File: config.mk
export PLATFORM = sky130hd
export DESIGN_NAME = ide_win_top
export DESIGN_NICKNAME = d
export VERILOG_FILES = /design/src/rtl/ide_win_pkg.sv /design/src/rtl/win_unlock_seq.sv /design/src/rtl/win_tim_bank.sv /design/src/rtl/win_strap_latch.sv /design/src/rtl/ide_win_top.sv
export SDC_FILE = /design/constraint.sdc
export NUM_CORES = 1
export LEC_CHECK = 0
export ABC_AREA = 1
export BUFFER_PORTS_ARGS = -buffer_cell sky130_fd_sc_hd__buf_2
export CAP_MARGIN = 30
export CELL_PAD_IN_SITES_DETAIL_PLACEMENT = 0
export CELL_PAD_IN_SITES_GLOBAL_PLACEMENT = 1
export CORE_UTILIZATION = 30
export CTS_BUF_LIST = sky130_fd_sc_hd__clkbuf_4 sky130_fd_sc_hd__clkbuf_8 sky130_fd_sc_hd__clkbuf_16
export DETAILED_ROUTE_END_ITERATION = 8
export GPL_ROUTABILITY_DRIVEN = 1
export HOLD_SLACK_MARGIN = 0.02
export PLACE_DENSITY = 0.62
export SYNTH_ARGS = -nofsm -noshare
export SYNTH_HDL_FRONTEND = slang
export SYNTH_SLANG_ARGS = --single-unit
File: constraint.sdc
create_clock -name clk_i -period 1.7 [get_ports clk_i]
set_clock_uncertainty 0.1 [all_clocks]
set_input_delay 0.17 -clock clk_i [delete_from_list [all_inputs] [get_ports clk_i]]
set_output_delay 0.17 -clock clk_i [all_outputs]
set_load 0.005 [all_outputs]
File: src/rtl/ide_win_pkg.sv
package ide_win_pkg;
  localparam int NUM_DEV = 2;
  localparam int TIM_W   = 8;
  localparam int ADDR_W  = 3;

  localparam logic [ADDR_W-1:0] OFS_RDTIM = 3'd0;
  localparam logic [ADDR_W-1:0] OFS_WRTIM = 3'd1;
  localparam logic [ADDR_W-1:0] OFS_KEY   = 3'd2;
  localparam logic [ADDR_W-1:0] OFS_CTRL  = 3'd3;
  localparam logic [ADDR_W-1:0] OFS_STRAP = 3'd5;
  localparam logic [ADDR_W-1:0] OFS_MISC  = 3'd6;
  localparam logic [ADDR_W-1:0] OFS_ARM   = 3'd1;

  localparam logic [7:0] KEY_UNLOCK = 8'h03;
  localparam logic [7:0] KEY_RELOCK = 8'h83;
  localparam logic [7:0] KEY_COMMIT = 8'h85;
endpackage

File: src/rtl/win_unlock_seq.sv
module win_unlock_seq
  import ide_win_pkg::*;
#(
  parameter int ARM_READS = 2,
  localparam int CNT_W = $clog2(ARM_READS + 1)
) (
  input  logic              clk_i,
  input  logic              rst_ni,
  input  logic              rd_i,
  input  logic              wr_i,
  input  logic              word_i,
  input  logic [ADDR_W-1:0] addr_i,
  input  logic [7:0]        wbyte_i,
  output logic              ctl_mode_o,
  output logic [CNT_W-1:0]  arm_cnt_o
);
  logic             mode_q;
  logic [CNT_W-1:0] cnt_q;
  logic             arm_rd, armed, key_wr, relock_wr;

  assign arm_rd    = rd_i & word_i & (addr_i == OFS_ARM);
  assign armed     = (cnt_q == CNT_W'(ARM_READS));
  assign key_wr    = wr_i & ~word_i & (addr_i == OFS_KEY) & (wbyte_i == KEY_UNLOCK);
  assign relock_wr = wr_i & ~word_i & (addr_i == OFS_KEY) & (wbyte_i == KEY_RELOCK);

  always_ff @(posedge clk_i or negedge rst_ni) begin
    if (!rst_ni) begin
      mode_q <= 1'b0;
      cnt_q  <= '0;
    end else if (!mode_q) begin
      if (key_wr && armed) begin
        mode_q <= 1'b1;
        cnt_q  <= '0;
      end else if (arm_rd) begin
        cnt_q <= armed ? cnt_q : cnt_q + CNT_W'(1);
      end else if (rd_i || wr_i) begin
        cnt_q <= '0;
      end
    end else begin
      cnt_q <= '0;
      if (relock_wr) mode_q <= 1'b0;
    end
  end

  assign ctl_mode_o = mode_q;
  assign arm_cnt_o  = cnt_q;
endmodule

File: src/rtl/win_tim_bank.sv
module win_tim_bank
  import ide_win_pkg::*;
#(
  parameter logic [TIM_W-1:0] RST_DATA_TIM = 8'h59,
  parameter logic [TIM_W-1:0] RST_ADDR_TIM = 8'h30,
  localparam int SEL_W = $clog2(NUM_DEV)
) (
  input  logic                     clk_i,
  input  logic                     rst_ni,
  input  logic                     ld_rd_i,
  input  logic                     ld_wr_i,
  input  logic                     ld_misc_i,
  input  logic                     commit_i,
  input  logic [7:0]               wbyte_i,
  output logic [SEL_W-1:0]         sel_o,
  output logic [7-SEL_W:0]         addr_stg_o,
  output logic [TIM_W-1:0]         stg_rd_o,
  output logic [TIM_W-1:0]         stg_wr_o,
  output logic [NUM_DEV*TIM_W-1:0] rd_tim_o,
  output logic [NUM_DEV*TIM_W-1:0] wr_tim_o,
  output logic [TIM_W-1:0]         addr_tim_o
);
  logic [SEL_W-1:0] sel_q;
  logic [7-SEL_W:0] addr_stg_q;
  logic [TIM_W-1:0] addr_out_q;
  logic [TIM_W-1:0] stg_rd [NUM_DEV];
  logic [TIM_W-1:0] stg_wr [NUM_DEV];

  always_ff @(posedge clk_i or negedge rst_ni) begin
    if (!rst_ni) begin
      sel_q      <= '0;
      addr_stg_q <= RST_ADDR_TIM[7:SEL_W];
      addr_out_q <= RST_ADDR_TIM;
    end else begin
      if (ld_misc_i) begin
        sel_q      <= wbyte_i[SEL_W-1:0];
        addr_stg_q <= wbyte_i[7:SEL_W];
      end
      if (commit_i) addr_out_q <= {addr_stg_q, {SEL_W{1'b0}}};
    end
  end

  for (genvar g = 0; g < NUM_DEV; g++) begin : g_dev
    logic [TIM_W-1:0] out_rd_q, out_wr_q;
    logic             hit;
    assign hit = (sel_q == SEL_W'(g));

    always_ff @(posedge clk_i or negedge rst_ni) begin
      if (!rst_ni) begin
        stg_rd[g] <= RST_DATA_TIM;
        stg_wr[g] <= RST_DATA_TIM;
        out_rd_q  <= RST_DATA_TIM;
        out_wr_q  <= RST_DATA_TIM;
      end else begin
        if (ld_rd_i && hit) stg_rd[g] <= wbyte_i;
        if (ld_wr_i && hit) stg_wr[g] <= wbyte_i;
        if (commit_i) begin
          out_rd_q <= stg_rd[g];
          out_wr_q <= stg_wr[g];
        end
      end
    end

    assign rd_tim_o[g*TIM_W +: TIM_W] = out_rd_q;
    assign wr_tim_o[g*TIM_W +: TIM_W] = out_wr_q;
  end

  assign sel_o      = sel_q;
  assign addr_stg_o = addr_stg_q;
  assign stg_rd_o   = stg_rd[sel_q];
  assign stg_wr_o   = stg_wr[sel_q];
  assign addr_tim_o = addr_out_q;
endmodule

File: src/rtl/win_strap_latch.sv
module win_strap_latch (
  input  logic clk_i,
  input  logic rst_ni,
  input  logic strap_i,
  output logic strap_o,
  output logic vld_o
);
  logic strap_q, vld_q;

  always_ff @(posedge clk_i or negedge rst_ni) begin
    if (!rst_ni) begin
      strap_q <= 1'b0;
      vld_q   <= 1'b0;
    end else if (!vld_q) begin
      strap_q <= strap_i;
      vld_q   <= 1'b1;
    end
  end

  assign strap_o = strap_q;
  assign vld_o   = vld_q;
endmodule

File: src/rtl/ide_win_top.sv
module ide_win_top
  import ide_win_pkg::*;
#(
  parameter int DATA_W = 16,
  parameter int ARM_READS = 2,
  parameter logic [TIM_W-1:0] RST_DATA_TIM = 8'h59,
  parameter logic [TIM_W-1:0] RST_ADDR_TIM = 8'h30,
  localparam int CNT_W = $clog2(ARM_READS + 1),
  localparam int SEL_W = $clog2(NUM_DEV)
) (
  input  logic                     clk_i,
  input  logic                     rst_ni,
  input  logic                     strap_i,
  input  logic [ADDR_W-1:0]        addr_i,
  input  logic                     word_i,
  input  logic                     rd_i,
  input  logic                     wr_i,
  input  logic [DATA_W-1:0]        wdata_i,
  output logic [DATA_W-1:0]        rdata_o,
  output logic                     pass_en_o,
  output logic                     tf_rd_o,
  output logic                     tf_wr_o,
  output logic [DATA_W-1:0]        tf_wdata_o,
  input  logic [DATA_W-1:0]        tf_rdata_i,
  output logic [NUM_DEV*TIM_W-1:0] rd_tim_o,
  output logic [NUM_DEV*TIM_W-1:0] wr_tim_o,
  output logic [TIM_W-1:0]         addr_tim_o
);
  logic             ctl_mode;
  logic [CNT_W-1:0] arm_cnt;
  logic             strap_q, strap_vld;
  logic [7:0]       wbyte, ctrl_q, ctl_byte;
  logic             ctl_wr, ld_rd, ld_wr, ld_misc, commit;
  logic [SEL_W-1:0] sel;
  logic [7-SEL_W:0] addr_stg;
  logic [TIM_W-1:0] stg_rd, stg_wr;

  assign wbyte = wdata_i[7:0];

  win_unlock_seq #(.ARM_READS(ARM_READS)) u_seq (
    .clk_i, .rst_ni, .rd_i, .wr_i, .word_i, .addr_i,
    .wbyte_i(wbyte), .ctl_mode_o(ctl_mode), .arm_cnt_o(arm_cnt)
  );

  win_strap_latch u_strap (
    .clk_i, .rst_ni, .strap_i, .strap_o(strap_q), .vld_o(strap_vld)
  );

  assign ctl_wr  = ctl_mode & wr_i;
  assign ld_rd   = ctl_wr & (addr_i == OFS_RDTIM);
  assign ld_wr   = ctl_wr & (addr_i == OFS_WRTIM);
  assign ld_misc = ctl_wr & (addr_i == OFS_MISC);
  assign commit  = ctl_wr & (addr_i == OFS_CTRL) & (wbyte == KEY_COMMIT);

  always_ff @(posedge clk_i or negedge rst_ni) begin
    if (!rst_ni)                              ctrl_q <= 8'h00;
    else if (ctl_wr && addr_i == OFS_CTRL)    ctrl_q <= wbyte;
  end

  win_tim_bank #(.RST_DATA_TIM(RST_DATA_TIM), .RST_ADDR_TIM(RST_ADDR_TIM)) u_bank (
    .clk_i, .rst_ni,
    .ld_rd_i(ld_rd), .ld_wr_i(ld_wr), .ld_misc_i(ld_misc), .commit_i(commit),
    .wbyte_i(wbyte), .sel_o(sel), .addr_stg_o(addr_stg),
    .stg_rd_o(stg_rd), .stg_wr_o(stg_wr),
    .rd_tim_o, .wr_tim_o, .addr_tim_o
  );

  always_comb begin
    ctl_byte = 8'h00;
    case (addr_i)
      OFS_RDTIM: ctl_byte = stg_rd;
      OFS_WRTIM: ctl_byte = stg_wr;
      OFS_CTRL:  ctl_byte = ctrl_q;
      OFS_STRAP: ctl_byte = {7'b0, strap_q};
      OFS_MISC:  ctl_byte = {addr_stg, sel};
      default:   ctl_byte = 8'h00;
    endcase
  end

  assign rdata_o    = ctl_mode ? {{(DATA_W-8){1'b0}}, ctl_byte} : tf_rdata_i;
  assign pass_en_o  = ~ctl_mode;
  assign tf_rd_o    = rd_i & ~ctl_mode;
  assign tf_wr_o    = wr_i & ~ctl_mode;
  assign tf_wdata_o = wdata_i;
endmodule

==> results of run 1 <==
per-stage QoR:
step	setup slack [ps]	TNS [ps]	util, %	instances	total power [mW]
6_report	-157.2	-972.0	38.65	820	4.655
5_1_grt	-278.8	-1724	38.65	820	4.843
4_1_cts	-178.3	-1250	38.25	820	4.718
3_5_place_dp	15.99	0	35.46	797	2.495
3_3_place_gp	72.40	0	35.46	797	2.492
2_1_floorplan	287.4	0	-	534	2.349
registers in the layout, indices dropped and copies added (netlist names):
register	cells
u_bank.addr_tim_o	7
u_bank.stg_wr	16
u_bank.addr_stg_o	7
u_strap.strap_o	1
u_bank.g_dev.out_wr_q	16
u_bank.sel_o	1
u_strap.vld_o	1
ctrl_q	8
u_seq.ctl_mode_o	1
u_bank.stg_rd	16
u_seq.arm_cnt_o	2
u_bank.g_dev.out_rd_q	16
cell usage in the layout, fill, tap and decap left out, types with 4 or more instances in the layout:
cell type      synthesis  final
dlygate4sd3_1          0      8
nand2_1              188    185
nand4_1                4      4
nand3_1               24     24
o21ai_1                8     21
o21ai_0               50     30
buf_2                 11     97
buf_4                 17     15
a21oi_1                7      7
inv_2                  4      5
inv_1                 44     42
nor2_1                24     24
dfstp_2               36     36
o21ai_2               30     37
clkbuf_16              0      9
dfrtp_1               56     56
buf_12                 0      4
cell type report:
type,count,area [sq um]
Fill cell,1542,8984
Sequential cell,92,2347
Multi-Input combinational cell,353,1779
Timing Repair Buffer,127,792.0
Clock buffer,13,261.5
Tap cell,184,230.2
Inverter,49,190.2
Clock inverter,2,60.06
layer usage:
layer,wire length (um),vias to the layer above
met3,747,16
met1,5861,1737
met5,0,-
met4,233,0
met2,5662,121
li1,-,1873
cells in the mapped netlist, drive strengths merged:
library cell / n / area, sq um
nand2: 192 / 750.7
o21ai: 88 / 553.0
dfrtp: 56 / 1401
inv: 49 / 186.4
buf: 36 / 272.8
dfstp: 36 / 945.9
nand3: 26 / 155.2
nor2: 26 / 107.6
a21oi: 7 / 35.03
clkbuf: 4 / 15.01
nand4: 4 / 25.02
nor3: 4 / 53.80
conb: 2 / 7.510
and2: 1 / 8.760
ha: 1 / 12.51
mux2: 1 / 11.26
o21bai: 1 / 7.510
path summary, 6_finish.rpt:
| path | end | slack, ps | cells past startpoint |
|---|---|---|---|
| max in group asynchronous | u_bank.addr_tim_o[5] | 680 | 3 |
| min in group asynchronous | u_bank.g_dev[1].out_rd_q[1] | 220 | 2 |
| max reg2reg | u_bank.stg_rd[6] | 130 | 7 |
| min reg2reg | u_bank.g_dev[1].out_rd_q[0] | 360 | 2 |
| max | rdata_o[0] | -160 | 9 |
| min | u_bank.addr_stg_o[6] | 30 | 3 |
worst reg2reg max path, cell delays in order (launching register included):
cell        delay (ps)
dfrtp_1            410
nand2_1            160
buf_4              170
clkinvlp_4         140
and2_4             230
nand2_8            120
nand2_1             60
o21ai_1             80
power by group:
part / leakage, nW / total, mW / switching, mW / internal (mW)
sequential: 1.11 / 2.20 / 0.00201 / 2.20
clock: 0.160 / 2.19 / 0.816 / 1.37
combinational: 1.54 / 0.268 / 0.167 / 0.101
kinds of logic (layout without fill, tap and decap cells):
group                      after synthesis  in the layout  share of synthesized area, %
and+or+nand+nor                        253            253                         24.20
AOI/OAI and AO/OA                       96             96                         13.09
DFF                                     92             92                         51.60
buffers and inverters                   89            191                         10.42
other                                    2              2                        0.1651
adders and majority gates                1              1                        0.2750
muxes                                    1              1                        0.2475
timing repair:
item	CTS	global route
pin swaps	0	1
gates resized for setup	19	18
hold endpoints to repair	37	0
hold buffers	8	0
setup endpoints to repair	8	37
==> reports/qor.yml, run 1 <==
n_antenna_cell: 0
final_area_sq_mm: 0.005660
num-nets-final: 674
worstPathCellList: "buf_12 > inv_2 > nand2_1 > nand2_1 > nand2_1 > nand3_1 > o21bai_1 > nand2_1 > buf_2"
layout-drive-gt1-share_pct: 36.16
timing.critical_path.mode_cell: "nand2_1"
die_w_um: 125.1
grt_pass1_wl_um: 20200
cts_made_buffers: 9
num_vias: 3747
period_share_pct: 109.2
ys_warn_count: 0
ir_drop_mv: 0.4041
cp-end-kind: "output pin"
track_usage_pct: 16.98
timing.fmax_mhz: 538.5
cts_tree: "built"
met3_usage_pct: 2.953
cts_sinks: 92
firstDrtPassIters: 6
grt-ovfl-total: 0
max_stage_delay_ps: 410
worstHoldPathType: "in -> reg"
critPathLaunchType: "flip-flop"
place_area_sq_mm: 0.005192
avgRoutedWirePerCell_um: 15.25
ys_seq_area_share_pct: 51.60
drc: 20
ctsLongestPathBuffers: 2
die-height_um: 125.1
holdWs_ps: 27.06
drv_slew: 0
reg2reg_from: "u_seq.ctl_mode_o"
gp_congestion: 0.8177
ys_seq_elements: 92
max_slew_margin_pct: 63.26
coreArea_sq_mm: 0.01464
syn_area_sq_mm: 0.004549
rsz0062_at_grt: "true"
drv_cap: 0
root_buffer: "clkbuf_16"
synth_cell_types: 28
clk_latency_ps: 350
grt_pass1_vias: 3701
cp_top_family: "flip-flops"
syn_inst: 534
crit_path_start: "u_bank.sel_o"
hp-start: "wdata_i[7]"
critical_path_required_ps: 1430
fp.dieArea_sq_mm: 0.01566
via_per_inst: 4.570
critPathKind: "reg -> out"
crit_fanout: 23
met1_usage_pct: 22.90
drt_wl_total_um: 12510
grt_max_degree: 37
drt-initial-drc-count: 201
rows: 44
powerDensity_mw_per_mm2: 822.3
status: "complete, but fails checks"
ios: 116
cp.arrival_ps: 1590
start_util_pct: 31.07
ant_nets: 0
synth_nets: 576
syn_avg_cell_area_sq_um: 8.519
p_leak_nw: 2.808
dp_hpwl_um: 9397
syn_to_final_growth_pct: 24.42
clk_pin_slew_worst_paths_ps: 70
top_usage_layer: "met2"
postCtsSetupBuffers: 0
h-tree-depth: 3
violations: "design-rule violations, negative setup slack"
port_buffers: 98
finalSetupViolCount: 8
path_buf_inv: 3
worst_pin_slew_ps: 549.1
antenna_found_initial: 0
fin_ws_ps: -157.2
hold_violations: 0
met2_usage_pct: 27.01
finalCriticalPeriod_ps: 1857
crit_path_top_delay_cell: "dfrtp_1"
(Power assumes the default switching activity.)
==> run 2, diff against run 1 <==
CORE_MARGIN = 2   (was not set)
==> run 2 against run 1 <==
Effect of this change:
- the flow finishes with violations (negative setup slack)
- non-clock buffer count increased by 2
- maximum frequency fell by 0.84%
- clock power shrank 3%
- sequential share of layout area is 0.30 points lower
- critical path depth decreased by 1
- via count decreased by 0.51%
- first-iteration DRC count is 15% higher
- final cell count is 0.85% higher
- sequential power about the same
- die area up 3.2%
- hold slack improved by 13 ps
==> reports/qor.yml, run 2 (same netlist as run 1, synthesis figures left out) <==
grt_pass1_wl_um: 20270  # +0.31%
port_buffers: 98  # unchanged
grt_max_degree: 37  # unchanged
layout_common_cells: "nand2_1 (180), buf_2 (97), dfrtp_1 (55), inv_1 (44), o21ai_2 (39)"
ant_nets: 0  # unchanged
drv_cap: 0  # unchanged
drv_slew: 0  # unchanged
h-tree-depth: 3  # unchanged
gp_congestion: 0.8299  # +1.5%
worstHoldEndpoint: "u_seq.ctl_mode_o"
critical_path_required_ps: 1430  # about the same
hold_depth: 4  # +1
syn_to_final_growth_pct: 25.39
die-height_um: 127.1  # +1.6%
seq_area_sq_mm: 0.002349  # about the same
violations: "negative setup slack"
drt_wl_total_um: 12670  # +1.3%
worstHoldPathType: "in -> reg"
ios: 116  # unchanged
start_util_pct: 30.26  # -0.80 points
die_w_um: 127.1  # +1.6%
period_share_pct: 110.2  # +0.93 points
hold_violations: 0  # unchanged
ir_drop_mv: 0.3713  # -8.1%
cp-end-kind: "output pin"
final_common_cell: "nand2_1"
clk_pin_slew_worst_paths_ps: 70  # about the same
fin_ws_ps: -172.9  # -15.77 ps
coreArea_sq_mm: 0.01503  # +2.7%
layout-drive-gt1-share_pct: 37.87  # +1.7 points
powerDensity_mw_per_mm2: 804.5  # -2.2%
critPathKind: "reg -> out"
crit_fanout: 10  # -57%
clk_latency_ps: 350  # about the same
via_per_inst: 4.508  # -1.3%
rr_worst_depth: 6  # -1
drc: 0  # -100%
r2r_slack_ps: 180  # +50 ps
rows: 45  # +2.3%
fillers: 1569  # +1.8%
p_leak_nw: 2.847  # +1.4%
cts_sinks: 92  # unchanged
avgRoutedWirePerCell_um: 15.32  # +0.49%
dp_hpwl_um: 9568  # +1.8%
rsz0062_at_grt: "true"
final_core_utilization_pct: 37.94  # -0.71 points
cts_made_buffers: 9  # unchanged
track_usage_pct: 16.37  # -0.61 points
finalCriticalPeriod_ps: 1873  # +15.77 ps
reg2reg_to: "u_bank.stg_rd[10]"
fp.dieArea_sq_mm: 0.01617  # +3.2%
critPathLaunchType: "flip-flop"
antenna_found_initial: 0  # unchanged
firstDrtPassIters: 4  # -2
reg2reg_from: "u_seq.ctl_mode_o"
n_antenna_cell: 0  # unchanged
grt_pass1_vias: 3691  # -0.27%
finalSetupViolCount: 8  # unchanged
cts_tree: "built"
num_vias: 3728  # -0.51%
cp.arrival_ps: 1600  # about the same
timing.fmax_mhz: 533.9  # -0.84%
ctsLongestPathBuffers: 2  # unchanged
grt-ovfl-total: 0  # unchanged
status: "complete, but fails checks"
num-nets-final: 676  # +0.30%
drt-initial-drc-count: 231  # +15%
final_area_sq_mm: 0.005704  # +0.77%
hp-start: "word_i"
multi_input_area_sq_mm: 0.001794  # +0.84%
place_area_sq_mm: 0.005218  # +0.48%
root_buffer: "clkbuf_16"
holdWs_ps: 40.43  # +13.37 ps
-- run 2: cell count changes in the layout (fill, tap and decap cells not counted), moves of 2 or more --
| cell | previous run | this run |
|---|---|---|
| nand2_4 | 2 | 4 |
| o21ai_2 | 37 | 39 |
| inv_1 | 42 | 44 |
| nand2_8 | 2 | 0 |
| buf_6 | 3 | 5 |
| clkbuf_4 | 3 | 1 |
| inv_6 | 0 | 2 |
| nand2_1 | 185 | 180 |
| o21ai_1 | 21 | 18 |
| nand2_2 | 3 | 8 |
-- run 2: power breakdown --
group / switching (mW) / internal (mW)
Combinational: 0.169 / 0.103
Sequential: 0.00159 / 2.20
Clock: 0.871 / 1.25
Total: 1.04 / 3.55
-- run 2: worst max-delay path: stages, from the launching register on --
cell and delay (ps):
dfrtp_2 460, buf_6 160, nand2_1 70, nand2_1 50, nand2_1 80, nand3_1 80
o21bai_1 150, nand2_1 70, buf_2 120
-- run 2: per-stage QoR --
stage          worst slack (ps)  TNS (ps)  instances  power [mW]
2_1_floorplan             287.4         0        534       2.349
3_3_place_gp              62.06         0        802       2.496
3_5_place_dp              48.49         0        802       2.498
4_1_cts                  -179.9     -1261        827       4.667
5_1_grt                  -259.6     -1837        827       4.781
6_report                 -172.9     -1148        827       4.589
-- run 2: how the worst max path moves through the flow --
stage / startpoint / end / slack [ps] / cells past startpoint
5_1_grt: u_bank.sel_o / rdata_o[5] / -260 / 8
6_report: u_bank.sel_o / rdata_o[0] / -170 / 8
3_5_place_dp: addr_i[0] / rdata_o[3] / 50 / 9
2_1_floorplan: u_bank.sel_o / rdata_o[1] / 290 / 7
4_1_cts: u_bank.sel_o / rdata_o[0] / -180 / 9
3_3_place_gp: addr_i[0] / rdata_o[3] / 60 / 9
-- run 2: repair_timing --
item | CTS | global route
resized for setup | 24 | 23
pin swaps | 6 | 2
buffers inserted | 0 | 0
cloned | 2 | 0
endpoints found under the hold margin | 25 | 0
hold buffers | 7 | 0
setup endpoints to repair | 8 | 34
-- run 2: cell type report --
| cell class | instances | area share, % |
|---|---|---|
| sequential | 92 | 41.17 |
| tap | 188 | 4.124 |
| clock inverter | 4 | 0.9651 |
| inverter | 49 | 3.268 |
| timing repair buffer | 129 | 14.45 |
| clock buffer | 12 | 4.562 |
| multi-input combinational | 353 | 31.45 |
-- run 2: per-layer routing --
metal,share of wire [%],up-vias,GRT usage (%)
met1,46,1715,22.00
met4,1.4,0,5.559
met5,0,-,0
li1,-,1867,-
met3,6.8,12,4.439
met2,46,134,25.65
==> run 3, diff against run 2 <==
CORE_UTILIZATION = 39   (was 30)
PLACE_DENSITY = 0.78   (was 0.62)
==> run 3 against run 2 <==
Effect of this change:
- the run still ends with negative setup slack left
- design area up 0.81%
- wire length down 6.4%
- sequential cell count unchanged
- via count up 1.1%
- clock power down 8%
- critical path depth unchanged
- global-route usage up 2.4 points
- critical path type unchanged
- critical endpoint is now rdata_o[6]
- largest power group unchanged
==> reports/qor.yml, run 3 (same netlist as run 1, synthesis figures left out) <==
finalCriticalPeriod_ps: 1935  # +61.72 ps
cp.arrival_ps: 1660  # +60 ps
dp_cells: 753  # -6.1%
grt_pass1_vias: 3676  # -0.41%
layout-drive-gt1-share_pct: 41.19  # +3.3 points
die_w_um: 112.0  # -12%
worstHoldPathType: "in -> reg"
start_util_pct: 39.84  # +9.6 points
worstPathCellList: "buf_12 > nand2_1 > o21ai_1 > nand2_1 > nand2_1 > o21ai_2 > nand2_1 > buf_2"
fin_ws_ps: -234.7  # -61.72 ps
cts_sinks: 92  # unchanged
die-height_um: 112.0  # -12%
clk_latency_ps: 350  # about the same
ant_nets: 0  # unchanged
holdWs_ps: 46.32  # +5.885 ps
crit_fanout: 8  # -2
fp.dieArea_sq_mm: 0.01255  # -22%
drv_cap: 0  # unchanged
grt_pass1_wl_um: 18470  # -8.9%
root_buffer: "clkbuf_16"
p_leak_nw: 2.877  # +1.1%
clk_pin_slew_worst_paths_ps: 70  # about the same
critical_path_required_ps: 1430  # about the same
critPathKind: "reg -> out"
fillers: 1109  # -29%
place_area_sq_mm: 0.005131  # -1.7%
final_common_cell: "nand2_1"
period_share_pct: 113.8  # +3.6 points
grt-ovfl-total: 0  # unchanged
status: "complete, but fails checks"
ir_drop_mv: 0.4109  # +11%
drv_slew: 0  # unchanged
critPathLaunchType: "flip-flop"
gp_congestion: 0.8797  # +6.0%
final_area_sq_mm: 0.005751  # +0.81%
avgRoutedWirePerCell_um: 15.13  # -1.3%
hold_violations: 0  # unchanged
cp_top_family: "flip-flops"
powerDensity_mw_per_mm2: 767.4  # -4.6%
num-nets-final: 678  # +0.30%
cp-end-kind: "output pin"
rsz0062_at_grt: "true"
timing.fmax_mhz: 516.9  # -3.2%
fin_cells: 784  # -5.2%
num_vias: 3768  # +1.1%
layout_common_cells: "nand2_1 (168), buf_2 (97), dfrtp_1 (55), o21ai_2 (45), inv_1 (42)"
port_buffers: 98  # unchanged
path_buf_inv: 2  # unchanged
violations: "negative setup slack"
firstDrtPassIters: 5  # +1
drc: 0  # unchanged
track_usage_pct: 18.80  # +2.4 points
n_antenna_cell: 0  # unchanged
drt-initial-drc-count: 188  # -19%
syn_to_final_growth_pct: 26.40
via_per_inst: 4.806  # +6.6%
coreArea_sq_mm: 0.01142  # -24%
crit_path_top_delay_cell: "dfrtp_2"
h-tree-depth: 3  # unchanged
cts_tree: "built"
cts_made_buffers: 9  # unchanged
dp_hpwl_um: 8353  # -13%
max_stage_delay_ps: 490  # +30 ps
ios: 116  # unchanged
timing.critical_path.mode_cell: "nand2_1"
drt_wl_total_um: 11860  # -6.4%
antenna_found_initial: 0  # unchanged
finalSetupViolCount: 8  # unchanged
grt_max_degree: 36  # -2.7%
total_power_mw: 4.413  # -3.8%
rows: 39  # -13%
ctsLongestPathBuffers: 2  # unchanged
[run 3: changes by cell type in the layout (fill, tap and decap cells not counted), moves of 3 or more]
cell | previous run | this run
nand2_1 | 180 | 168
nand2_2 | 8 | 18
o21ai_2 | 39 | 45
o21ai_1 | 18 | 14
o21ai_0 | 31 | 28
[run 3: tightest hold or removal path: stages]
cell and delay, ps:
buf_2 100, nor3_1 60, nand3_1 70, o21ai_0 60
[run 3: timing repair]
item	4_1_cts	5_1_grt
setup endpoints to repair	8	51
hold buffers	9	0
endpoints found under the hold margin	34	0
cloned	0	3
pin swaps	3	18
gates resized for setup	20	51
setup buffers	0	3
[run 3: area by class of cell]
class	instances	area, sq um	area share (%)
flip-flops and latches	92	2349	40.84
multi-input cells	353	1873	32.57
repair buffers	131	872.1	15.17
clock buffers	11	252.7	4.395
inverters	49	188.9	3.285
well taps	143	178.9	3.111
clock inverters	5	36.28	0.6310
[run 3: worst paths after layout]
path	slack [ps]	cells past startpoint	start	to
worst max-delay path	-230	8	u_bank.sel_o	rdata_o[6]
worst min-delay path	50	4	word_i	u_seq.ctl_mode_o
worst max register to register	170	6	u_seq.ctl_mode_o	u_bank.g_dev[0].out_wr_q[7]
worst min register to register	360	2	u_bank.g_dev[1].out_wr_q[6]	u_bank.g_dev[1].out_wr_q[6]
max in group asynchronous	660	3	rst_ni	u_bank.stg_wr[8]
min in group asynchronous	230	2	rst_ni	u_bank.stg_wr[1]
[run 3: power by group]
part	leakage, nW	switching, mW	internal (mW)	total (mW)
logic	1.63	0.169	0.102	0.271
clock network	0.134	0.872	1.07	1.94
registers	1.11	0.00189	2.20	2.20
total	2.88	1.04	3.37	4.41
[run 3: per-stage QoR]
step / TNS, ps / utilization [%] / setup WS, ps
CTS: -1227 / 48.47 / -171.2
floorplan: 0 / - / 287.4
finish: -1635 / 50.36 / -234.7
global placement: 0 / 44.94 / 9.213
global route: -2087 / 50.36 / -301.1
detailed placement: 0 / 44.94 / 2.457
[run 3: per-layer routing]
layer | GRT usage (%) | wire length [um]
met1 | 25.20 | 5303
met2 | 30.79 | 5685
met3 | 3.048 | 678
met4 | 7.317 | 193
met5 | 0 | 0
